[config.mk]
export PLATFORM = sky130hd
export DESIGN_NAME = tile_addr_gen
export DESIGN_NICKNAME = d
export VERILOG_FILES = /design/src/rtl/tag_pkg.sv /design/src/rtl/tag_ctrl.sv /design/src/rtl/tag_dpath.sv /design/src/rtl/tile_addr_gen.sv
export SDC_FILE = /design/constraint.sdc
export NUM_CORES = 2
export LEC_CHECK = 0
export BUFFER_PORTS_ARGS = -buffer_cell sky130_fd_sc_hd__buf_2
export CAP_MARGIN = 10
export CORE_UTILIZATION = 40
export CTS_BUF_LIST = sky130_fd_sc_hd__clkbuf_2 sky130_fd_sc_hd__clkbuf_4 sky130_fd_sc_hd__clkbuf_8
export DETAILED_ROUTE_END_ITERATION = 6
export GPL_ROUTABILITY_DRIVEN = 0
export PLACE_DENSITY = 0.67
export SLEW_MARGIN = 30
export SYNTH_ARGS = -nofsm -noshare
export SYNTH_HDL_FRONTEND = slang
export SYNTH_SLANG_ARGS = --single-unit
[constraint.sdc]
create_clock -name clk -period 21.4 [get_ports clk]
set_input_delay 4.28 -clock clk [delete_from_list [all_inputs] [get_ports clk]]
set_output_delay 4.28 -clock clk [all_outputs]
set_load 0.01 [all_outputs]
[src/rtl/tag_pkg.sv]
package tag_pkg;
  typedef struct packed {
    logic load;
    logic step;
    logic restart;
  } tagStrb_t;

  typedef enum logic {ST_IDLE, ST_RUN} tagState_e;
endpackage

[src/rtl/tag_ctrl.sv]
module tag_ctrl
  import tag_pkg::*;
#(
  parameter int RW = 8
) (
  input  logic          clk,
  input  logic          rstN,
  input  logic          start,
  input  logic [RW-1:0] cfgRepeat,
  input  logic          outReady,
  input  logic          isFinal,
  output tagStrb_t      strb,
  output logic          outValid,
  output logic          outLast,
  output logic          done
);
  tagState_e state;
  logic [RW-1:0] repLeft;
  logic fire;

  assign outValid = (state == ST_RUN);
  assign fire     = outValid && outReady;
  assign outLast  = outValid && isFinal && (repLeft == '0);

  always_comb begin
    strb = '0;
    if (state == ST_IDLE && start) strb.load = 1'b1;
    if (fire) begin
      if (!isFinal)              strb.step    = 1'b1;
      else if (repLeft != '0)    strb.restart = 1'b1;
    end
  end

  always_ff @(posedge clk or negedge rstN) begin
    if (!rstN) begin
      state   <= ST_IDLE;
      repLeft <= '0;
      done    <= 1'b0;
    end else begin
      done <= 1'b0;
      case (state)
        ST_IDLE: if (start) begin
          state   <= ST_RUN;
          repLeft <= (cfgRepeat == '0) ? '0 : cfgRepeat - 1'b1;
        end
        ST_RUN: if (fire && isFinal) begin
          if (repLeft != '0) repLeft <= repLeft - 1'b1;
          else begin
            state <= ST_IDLE;
            done  <= 1'b1;
          end
        end
        default: state <= ST_IDLE;
      endcase
    end
  end

  AST_START_LOADS: assert property (@(posedge clk) disable iff (!rstN)
    (!outValid && start) |=> outValid);
  AST_DONE_ONE_CYCLE: assert property (@(posedge clk) disable iff (!rstN)
    done |=> !done);
  AST_DONE_AFTER_LAST: assert property (@(posedge clk) disable iff (!rstN)
    (outValid && outReady && outLast) |=> (done && !outValid));
  AST_BUSY_IGNORES_START: assert property (@(posedge clk) disable iff (!rstN)
    (outValid && start && !(outReady && outLast)) |=> outValid);
  AST_REP_NONINCREASING: assert property (@(posedge clk) disable iff (!rstN)
    (outValid && $past(outValid)) |-> (repLeft <= $past(repLeft)));
endmodule

[src/rtl/tag_dpath.sv]
module tag_dpath
  import tag_pkg::*;
#(
  parameter int NDIM  = 4,
  parameter int NLOOP = 4,
  parameter int DW    = 8,
  parameter int OW    = 10,
  parameter int SW    = 10,
  parameter int AW    = 24
) (
  input  logic              clk,
  input  logic              rstN,
  input  tagStrb_t          strb,
  input  logic [NDIM*DW-1:0]  cfgBufDim,
  input  logic [NDIM*DW-1:0]  cfgTileDim,
  input  logic [NDIM*OW-1:0]  cfgOffset,
  input  logic [NDIM*DW-1:0]  cfgBound,
  input  logic [NLOOP*2-1:0]  cfgLoopDim,
  input  logic [NLOOP*SW-1:0] cfgLoopStride,
  input  logic [NLOOP*DW-1:0] cfgLoopWrap,
  output logic              isFinal,
  output logic [AW-1:0]     outAddr,
  output logic              outPad
);
  localparam int CRW = DW + SW + 4;

  logic [DW-1:0]        bufR    [NDIM];
  logic [DW-1:0]        tileR   [NDIM];
  logic [DW-1:0]        limR    [NDIM];
  logic signed [OW-1:0] offR    [NDIM];
  logic [AW-1:0]        pitchR  [NDIM];
  logic [AW-1:0]        pitchNx [NDIM];
  logic [1:0]           lDimR   [NLOOP];
  logic [SW-1:0]        lStrR   [NLOOP];
  logic [DW-1:0]        lWrapR  [NLOOP];
  logic [DW-1:0]        elemCnt [NDIM];
  logic [DW-1:0]        loopCnt [NLOOP];
  logic                 elemEnd [NDIM];
  logic                 loopEnd [NLOOP];
  logic                 elemCy  [NDIM+1];
  logic                 loopCy  [NLOOP+1];
  logic signed [CRW-1:0] coord  [NDIM];
  logic [AW-1:0]        totalR;
  logic [AW-1:0]        addrSum;
  logic                 padAny;

  always_comb begin
    pitchNx[0] = AW'(1);
    for (int d = 1; d < NDIM; d++)
      pitchNx[d] = pitchNx[d-1] * AW'(cfgBufDim[(d-1)*DW +: DW]);
  end

  // carry chains: elements first, then loops from innermost outward
  always_comb begin
    elemCy[0] = 1'b1;
    for (int d = 0; d < NDIM; d++) begin
      elemEnd[d]  = ((DW+1)'(elemCnt[d]) + 1'b1) >= (DW+1)'(tileR[d]);
      elemCy[d+1] = elemCy[d] && elemEnd[d];
    end
    loopCy[0] = elemCy[NDIM];
    for (int i = 0; i < NLOOP; i++) begin
      loopEnd[i]  = ((DW+1)'(loopCnt[i]) + 1'b1) >= (DW+1)'(lWrapR[i]);
      loopCy[i+1] = loopCy[i] && loopEnd[i];
    end
  end
  assign isFinal = loopCy[NLOOP];

  always_ff @(posedge clk or negedge rstN) begin
    if (!rstN) begin
      for (int d = 0; d < NDIM; d++) begin
        bufR[d] <= '0; tileR[d] <= '0; limR[d] <= '0;
        offR[d] <= '0; pitchR[d] <= '0; elemCnt[d] <= '0;
      end
      for (int i = 0; i < NLOOP; i++) begin
        lDimR[i] <= '0; lStrR[i] <= '0; lWrapR[i] <= '0; loopCnt[i] <= '0;
      end
      totalR <= '0;
    end else if (strb.load) begin
      for (int d = 0; d < NDIM; d++) begin
        bufR[d]    <= cfgBufDim[d*DW +: DW];
        tileR[d]   <= cfgTileDim[d*DW +: DW];
        offR[d]    <= cfgOffset[d*OW +: OW];
        pitchR[d]  <= pitchNx[d];
        limR[d]    <= (cfgBound[d*DW +: DW] != '0 &&
                       cfgBound[d*DW +: DW] < cfgBufDim[d*DW +: DW]) ?
                      cfgBound[d*DW +: DW] : cfgBufDim[d*DW +: DW];
        elemCnt[d] <= '0;
      end
      for (int i = 0; i < NLOOP; i++) begin
        lDimR[i]   <= cfgLoopDim[i*2 +: 2];
        lStrR[i]   <= cfgLoopStride[i*SW +: SW];
        lWrapR[i]  <= cfgLoopWrap[i*DW +: DW];
        loopCnt[i] <= '0;
      end
      totalR <= pitchNx[NDIM-1] * AW'(cfgBufDim[(NDIM-1)*DW +: DW]);
    end else if (strb.restart) begin
      for (int d = 0; d < NDIM; d++) elemCnt[d] <= '0;
      for (int i = 0; i < NLOOP; i++) loopCnt[i] <= '0;
    end else if (strb.step) begin
      for (int d = 0; d < NDIM; d++)
        if (elemCy[d]) elemCnt[d] <= elemEnd[d] ? '0 : elemCnt[d] + 1'b1;
      for (int i = 0; i < NLOOP; i++)
        if (loopCy[i]) loopCnt[i] <= loopEnd[i] ? '0 : loopCnt[i] + 1'b1;
    end
  end

  // coordinate = offset + element index + contributions of loops on that dimension
  always_comb begin
    padAny  = 1'b0;
    addrSum = '0;
    for (int d = 0; d < NDIM; d++) begin
      coord[d] = CRW'(offR[d]) + $signed(CRW'(elemCnt[d]));
      for (int i = 0; i < NLOOP; i++)
        if (int'(lDimR[i]) == d)
          coord[d] = coord[d] + $signed(CRW'(loopCnt[i]) * CRW'(lStrR[i]));
      if (coord[d] < 0 || coord[d] >= $signed(CRW'(limR[d]))) padAny = 1'b1;
      addrSum = addrSum + pitchR[d] * AW'(coord[d][DW-1:0]);
    end
  end

  assign outPad  = padAny;
  assign outAddr = padAny ? '0 : addrSum;

  for (genvar g = 0; g < NDIM; g++) begin : gElemChk
    AST_ELEM_IN_TILE: assert property (@(posedge clk) disable iff (!rstN)
      (tileR[g] != '0) |-> (elemCnt[g] < tileR[g]));
  end
  for (genvar g = 0; g < NLOOP; g++) begin : gLoopChk
    AST_LOOP_IN_WRAP: assert property (@(posedge clk) disable iff (!rstN)
      (lWrapR[g] != '0) |-> (loopCnt[g] < lWrapR[g]));
  end
  AST_ADDR_INSIDE_BUFFER: assert property (@(posedge clk) disable iff (!rstN)
    !outPad |-> (outAddr < totalR));
endmodule

[src/rtl/tile_addr_gen.sv]
module tile_addr_gen
  import tag_pkg::*;
#(
  parameter int NDIM  = 4,
  parameter int NLOOP = 4,
  parameter int DW    = 8,
  parameter int OW    = 10,
  parameter int SW    = 10,
  parameter int RW    = 8,
  parameter int AW    = 24
) (
  input  logic                clk,
  input  logic                rstN,
  input  logic                start,
  input  logic [NDIM*DW-1:0]  cfgBufDim,
  input  logic [NDIM*DW-1:0]  cfgTileDim,
  input  logic [NDIM*OW-1:0]  cfgOffset,
  input  logic [NDIM*DW-1:0]  cfgBound,
  input  logic [NLOOP*2-1:0]  cfgLoopDim,
  input  logic [NLOOP*SW-1:0] cfgLoopStride,
  input  logic [NLOOP*DW-1:0] cfgLoopWrap,
  input  logic [RW-1:0]       cfgRepeat,
  output logic                outValid,
  input  logic                outReady,
  output logic [AW-1:0]       outAddr,
  output logic                outPad,
  output logic                outLast,
  output logic                done
);
  tagStrb_t strb;
  logic isFinal;

  tag_ctrl #(.RW(RW)) u_ctrl (
    .clk(clk), .rstN(rstN), .start(start), .cfgRepeat(cfgRepeat),
    .outReady(outReady), .isFinal(isFinal), .strb(strb),
    .outValid(outValid), .outLast(outLast), .done(done)
  );

  tag_dpath #(.NDIM(NDIM), .NLOOP(NLOOP), .DW(DW), .OW(OW), .SW(SW), .AW(AW)) u_dpath (
    .clk(clk), .rstN(rstN), .strb(strb),
    .cfgBufDim(cfgBufDim), .cfgTileDim(cfgTileDim), .cfgOffset(cfgOffset),
    .cfgBound(cfgBound), .cfgLoopDim(cfgLoopDim), .cfgLoopStride(cfgLoopStride),
    .cfgLoopWrap(cfgLoopWrap), .isFinal(isFinal), .outAddr(outAddr), .outPad(outPad)
  );

  AST_HOLD_WHILE_STALLED: assert property (@(posedge clk) disable iff (!rstN)
    (outValid && !outReady) |=> (outValid && $stable(outAddr) &&
                                 $stable(outPad) && $stable(outLast)));
endmodule

==> Yosys cells after proc, flatten, opt, wreduce, memory -nomap -nowiden <==
Index checks and enable logic that the tools add are counted.
{ "word_totals": {"input_bits": 228, "regBits": 308} }
{ "classes": {"n_eq_ne": 15, "bitwise": 1, "n_reduce_logical": 47, "magnitude_cmp": 20, "addsub": 41, "n_mux": 62, "multipliers": 10} }
{ "ops": {"columns": ["cell", "n"], "rows": [
  ["adder 22 x 19 -> 22 bit", 16],
  ["2-to-1 mux 22 bit", 16],
  ["2-to-1 mux 32 bit", 6],
  ["2-to-1 mux 8 bit", 23],
  [">= comparator 22 x 9 -> 1 bit", 4],
  ["< comparator 22 x 1 -> 1 bit (second input constant)", 4],
  ["adder 24 bit", 3],
  ["adder 8 x 1 -> 9 bit (second input constant)", 8],
  [">= comparator 9 x 8 -> 1 bit", 8],
  ["multiplier 8 x 10 -> 18 bit", 4],
  ["adder 8 x 1 -> 8 bit (second input constant)", 8],
  ["multiplier 17 x 8 -> 24 bit", 2],
  ["adder 10 x 9 -> 11 bit", 4],
  ["nonzero test 8 bit", 5],
  ["< comparator 8 bit", 4],
  ["multiplier 8 x 8 -> 16 bit", 2],
  ["multiplier 24 x 8 -> 24 bit", 1],
  ["2-to-1 mux 24 bit", 1],
  ["nonzero test 3 bit", 8],
  ["equality test 2 bit (second input constant)", 8],
  ["logical AND 1 bit", 16],
  ["logical NOT 8 bit", 2],
  ["one-hot mux 8 bit (2 select lines)", 1],
  ["subtractor 8 x 1 -> 8 bit (second input constant)", 2],
  ["other kinds (11)", 40]
]} }

==> Logic depth before layout (Yosys ltp) <==
{ "logic_depth": {"depth_word": 16, "mapped_depth": 66, "mapped_depth_nobuf": 65} }

==> Modules after synthesis <==
A second synthesis with hierarchy kept.
{ "hier_totals": {"cells_unflattened": 7524, "hier_area_um2": 62867.8} }
{ "modules_own_cells": {"columns": ["mod", "area_each_um2", "seq_area_each_um2", "cells_each", "n_inst"], "rows": [
  ["tag_dpath", 62067.0, 7432.1, 7434, 1],
  ["tag_ctrl", 800.8, 250.2, 90, 1]
]} }

==> Worst setup path after synthesis <==
OpenSTA, ideal clock, no wires.
{ "synth_timing": {"path_kind": "flip-flop to output port", "from": "register u_dpath.loopCnt[26] (netlist bit)", "to": "output port outAddr[23]", "arrival_time_ns": 14.235, "stages_incl_launch_ff": 63, "n_path_buf": 1, "slack_ns": 2.885, "path_cell_list": "dfrtp_1 > clkbuf_1 > nand2_1 > fa_1 > inv_1 > fa_1 > inv_1 > fa_1 > inv_1 > fa_1 > ha_1 > xnor2_1 > ha_1 > xnor2_1 > mux2i_1 > inv_1 > ha_1 > xnor2_1 > [... 27 more ...] > xnor2_1 > ha_1 > fa_1 > inv_1 > fa_1 > fa_1 > fa_1 > inv_1 > ha_1 > nand3_1 > nand2_1 > a41oi_1 > nand2_1 > nand2_1 > o21ai_0 > o41ai_1 > xnor2_1 > nor4_2"} }
{ "synth_between": {"elab_chain_cells": 16, "elab_cells_between_ends": 57, "cone_classes": "add/sub: 19; mul: 5; order compare: 8; mux: 21; reduce/logical: 4"} }
{ "synth_lines": {"columns": ["item", "line", "source"], "rows": [
  ["start: declaration", "tag_dpath.sv:37", "logic [DW-1:0] loopCnt [NLOOP];"],
  ["start signal: indexed assignment", "tag_dpath.sv:103", "if (loopCy[i]) loopCnt[i] <= loopEnd[i] ? '0 : loopCnt[i] + 1'b1;"],
  ["multiplier 8 x 10 -> 18 bit (*)", "tag_dpath.sv:115", "coord[d] = coord[d] + $signed(CRW'(loopCnt[i]) * CRW'(lStrR[i]));"],
  ["parallel branches: the longest is 14 deep, another holds adder 24 bit", null, null],
  ["2-to-1 mux 24 bit (*)", "tag_dpath.sv:122", "assign outAddr = padAny ? '0 : addrSum;"],
  ["end: declaration", "tile_addr_gen.sv:25", "output logic [AW-1:0] outAddr,"]
]} }
Mark *: on every way between the ends.

==> Worst setup path after layout <==
Ends and elaborated chain as after synthesis.

==> metrics.md <==
| Metric | Value |
|---|---|
| DP HPWL | `roughly 160000 microns` |
| Setup Skew | `0.0922 ns` |
| Worst path most repeated cell | `fa_1` |
| Post-Syn Instances | `7760` |
| Total CTS buffers | `54` |
| Utilization after layout | `between 40% and 50%` |
| Fraction of registers with async set/reset | `100%` |
| Setup TNS | `0 ns` |
| Hold Crit Class | `reg2reg` |
| Crit-path max cell delay | `0.55 ns` |
| Commonest cells in the netlist | `nand2_1, inv_1, ha_1` |
| Sw frac | `51.5%` |
| Tot Pwr | `approximately 6.4 mW` |
| Die area | `158000 sq um` |
| Part of the power in registers | `10.6%` |
| Initial antenna violation count | `26` |
| Worst Setup End Kind | `output pin` |
| Worst EP arrival | `16.46 ns` |
| Logic gate share of total power | `79.0%` |
| Nets | `9541` |
| Critical path class | `reg2out` |
| Clock power share | `10.4%` |
| Share of cells above drive strength 1 | `about 7.5%` |
| Element type at the critical path start | `flip-flop` |
| Main synth FF type | `dfrtp_1` |
| Vias/cell | `5.60` |
| Via count | `55942` |
| WP data required | `17.12 ns` |
| Vias in the first global route | `55746` |
| Synthesized area | `62700 sq um` |
| Grt total ovfl | `0` |
| Total wire length | `around 190000 microns` |
| Gr usage total | `24.1%` |
| Residual DRC | `0` |
| First-pass GRT wire length | `303000 microns` |
| Final critical-path required period | `between 20 and 25 ns` |
| Worst skew pair latency | `roughly 0.74 ns` |
| WHS | `0.478 ns` |
| IO buf count | `approximately 260` |
| Status | `completed` |
| Die Height | `398 microns` |
| Initial core utilization | `40.5%` |
| I/O pin count | `256` |
| PnR worst setup slack | `0.661 ns` |
| Worst hold path depth | `2` |
| Syn Area/Cell | `8.08 sq um` |
| Max-slew violations | `0` |
| Area share of the largest cell type after synthesis | `19.9%` |
| CORE AREA | `155000 sq um` |
| Fillers | `15181` |
| R2r setup slk | `16.63 ns` |
| Post-synth EDFFs | `0` |
| R2r endpoint | `u_dpath.loopCnt[29]$_DFFE_PN0P_` |
| H-Tree Depth | `2` |
| FMAX | `a little under 50 MHz` |
| Seq/Total Area, Yosys | `12.3%` |
| Clock buffer depth | `3` |
| Unique masters post-synth | `103` |
| Hold_buf cts | `0` |
| Net Switching | `3.30 mW` |
| Static Leak | `approximately 34 nW` |
| Top cell type by total area after synthesis | `fa_1` |
| Hold endpoint | `u_dpath.tileR[24]$_DFFE_PN0P_` |
| Peak VDD IR | `around 0.00042 V` |
| Pre-CTS WS | `around 1.1 ns` |
| Syn Nets | `between 9000 and 10000` |
| Final Hold Fails | `0` |
| First-pass iteration count of the detailed router | `6` |
| Iteration-0 DRC Markers | `approximately 4700` |
| Clock Sinks | `307` |
| Final setup fails | `0` |
| Cell internal pwr | `around 3.1 mW` |
| Num rows | `144` |
| Slew @ Worst Pin | `between 1 and 1.5 ns` |
| Fin crit share | `roughly 97%` |
| Area contributors post-synth | `fa_1, ha_1, dfrtp_1` |
| Slowest cell on crit path | `fa_1` |
| Top-count cell post-synth | `nand2_1` |
| Max-capacitance violation count | `0` |
| Largest net degree at the start of global routing | `117` |
| PwrDens | `94.6 nW/um^2` |
| Reg2Reg Depth | `15` |
| Routed wire length per instance | `19.2 microns` |
| Die Wd | `398 microns` |
| Register bit count reported by yosys | `307` |
| CP Max Fanout | `9` |
| Synth warn | `0` |
| CTS tree | `yes` |
| Routed Antenna Nets | `0` |
| Relative slew slack | `25.0%` |
| Clock root cell | `clkbuf_8` |
| Layout area overhead | `8.01%` |
| RR Startpoint | `u_dpath.elemCnt[25]$_DFFE_PN0P_` |
| Hold_sp | `u_dpath.tileR[24]$_DFFE_PN0P_` |
| Reg clk slew, reported paths | `0.07 ns` |
-- layout by cell type, fill, tap and decap left out, drive strengths merged, types with 175 or more instances in the layout --
cell	instances
a21o	175
a21oi	374
and2	392
buf	340
dfrtp	307
fa	622
ha	803
inv	963
nand2	1287
nor2	388
o21ai	425
xnor2	272
-- cell type report --
class                      count  area (sq um)  area share [%]
tap                         2044          2560            3.78
multi-input combinational   6225         50600            74.7
antenna                       14          35.0          0.0517
clock buffer                  77           991            1.46
clock inverter                20           310           0.458
timing repair buffer         340          1970            2.91
sequential                   307          7690            11.4
inverter                     960          3600            5.32
-- routing by layer --
metal	part of all wire [%]	wire, microns	GRT usage [%]	vias up
li1	-	-	-	26313
met1	44	83600	32.5	27189
met2	44	84600	37.7	2000
met3	7.5	14500	3.70	424
met4	4.9	9340	11.2	16
met5	0.049	95	0	-
-- kinds of logic after synthesis --
logic type,after synthesis,synth area share [%]
flops,307,12.3
mux,105,1.77
simple gates,2637,19.7
fa+ha+maj,1426,35.9
compound gates,1655,17.2
buf+inv,1228,7.49
xor+xnor,402,5.69
-- critical path, delay by kind of cell (launching register included) --
kind                       cells  cell delay, ns
and+or+nand+nor                9            1.04
xor gates and xnor gates       6            0.91
muxes                          2            0.63
AOI/OAI and AO/OA             12            2.66
buffers and inverters         14            1.14
DFF                            1            0.45
adders and majority gates     20            8.84
-- power groups by stage --
stage          combinational (mW)  sequential, mW  clock (mW)
3_3_place_gp                 4.83           0.682           0
6_report                     5.06           0.677       0.668
4_1_cts                      5.04           0.673       0.683
2_1_floorplan                3.81           0.635           0
3_5_place_dp                 4.98           0.684           0
5_1_grt                      5.75           0.680       0.705
-- flip-flops by register name, indices dropped and copies added, names as in the netlist --
register and flops:
u_dpath.loopCnt 32, u_dpath.pitchR 49, u_ctrl.done 1, u_dpath.lStrR 40
u_dpath.elemCnt 32, u_ctrl.outValid 1, u_dpath.lDimR 8, u_dpath.limR 32
u_dpath.lWrapR 32, u_ctrl.repLeft 8, u_dpath.tileR 32, u_dpath.offR 40
-- what timing repair did --
| item | in CTS | in global routing |
|---|---|---|
| setup endpoints to repair | 0 | 8 |
| gates resized for setup | 0 | 14 |
| setup buffers | 0 | 6 |
-- through the flow --
step | cell area [sq um] | std cells
6_report | 67700 | 9987
3_5_place_dp | 66200 | 9868
5_1_grt | 67700 | 9985
3_3_place_gp | 66100 | 9868
2_1_floorplan | 62700 | 7760
4_1_cts | 67500 | 9965
-- how the worst max path moves through the flow --
stage	startpoint	to	slack, ns	depth (start not counted)
2_1_floorplan	u_dpath.loopCnt[26]$_DFFE_PN0P_	outAddr[23]	2.88	62
3_3_place_gp	u_dpath.loopCnt[26]$_DFFE_PN0P_	outAddr[23]	1.42	64
3_5_place_dp	u_dpath.loopCnt[26]$_DFFE_PN0P_	outAddr[23]	1.14	64
4_1_cts	u_dpath.loopCnt[26]$_DFFE_PN0P_	outAddr[23]	0.29	64
5_1_grt	u_dpath.lStrR[32]$_DFFE_PN0P_	outAddr[23]	-0.07	63
6_report	u_dpath.loopCnt[26]$_DFFE_PN0P_	outAddr[23]	0.66	63
Power figures use the tool's default switching activity.
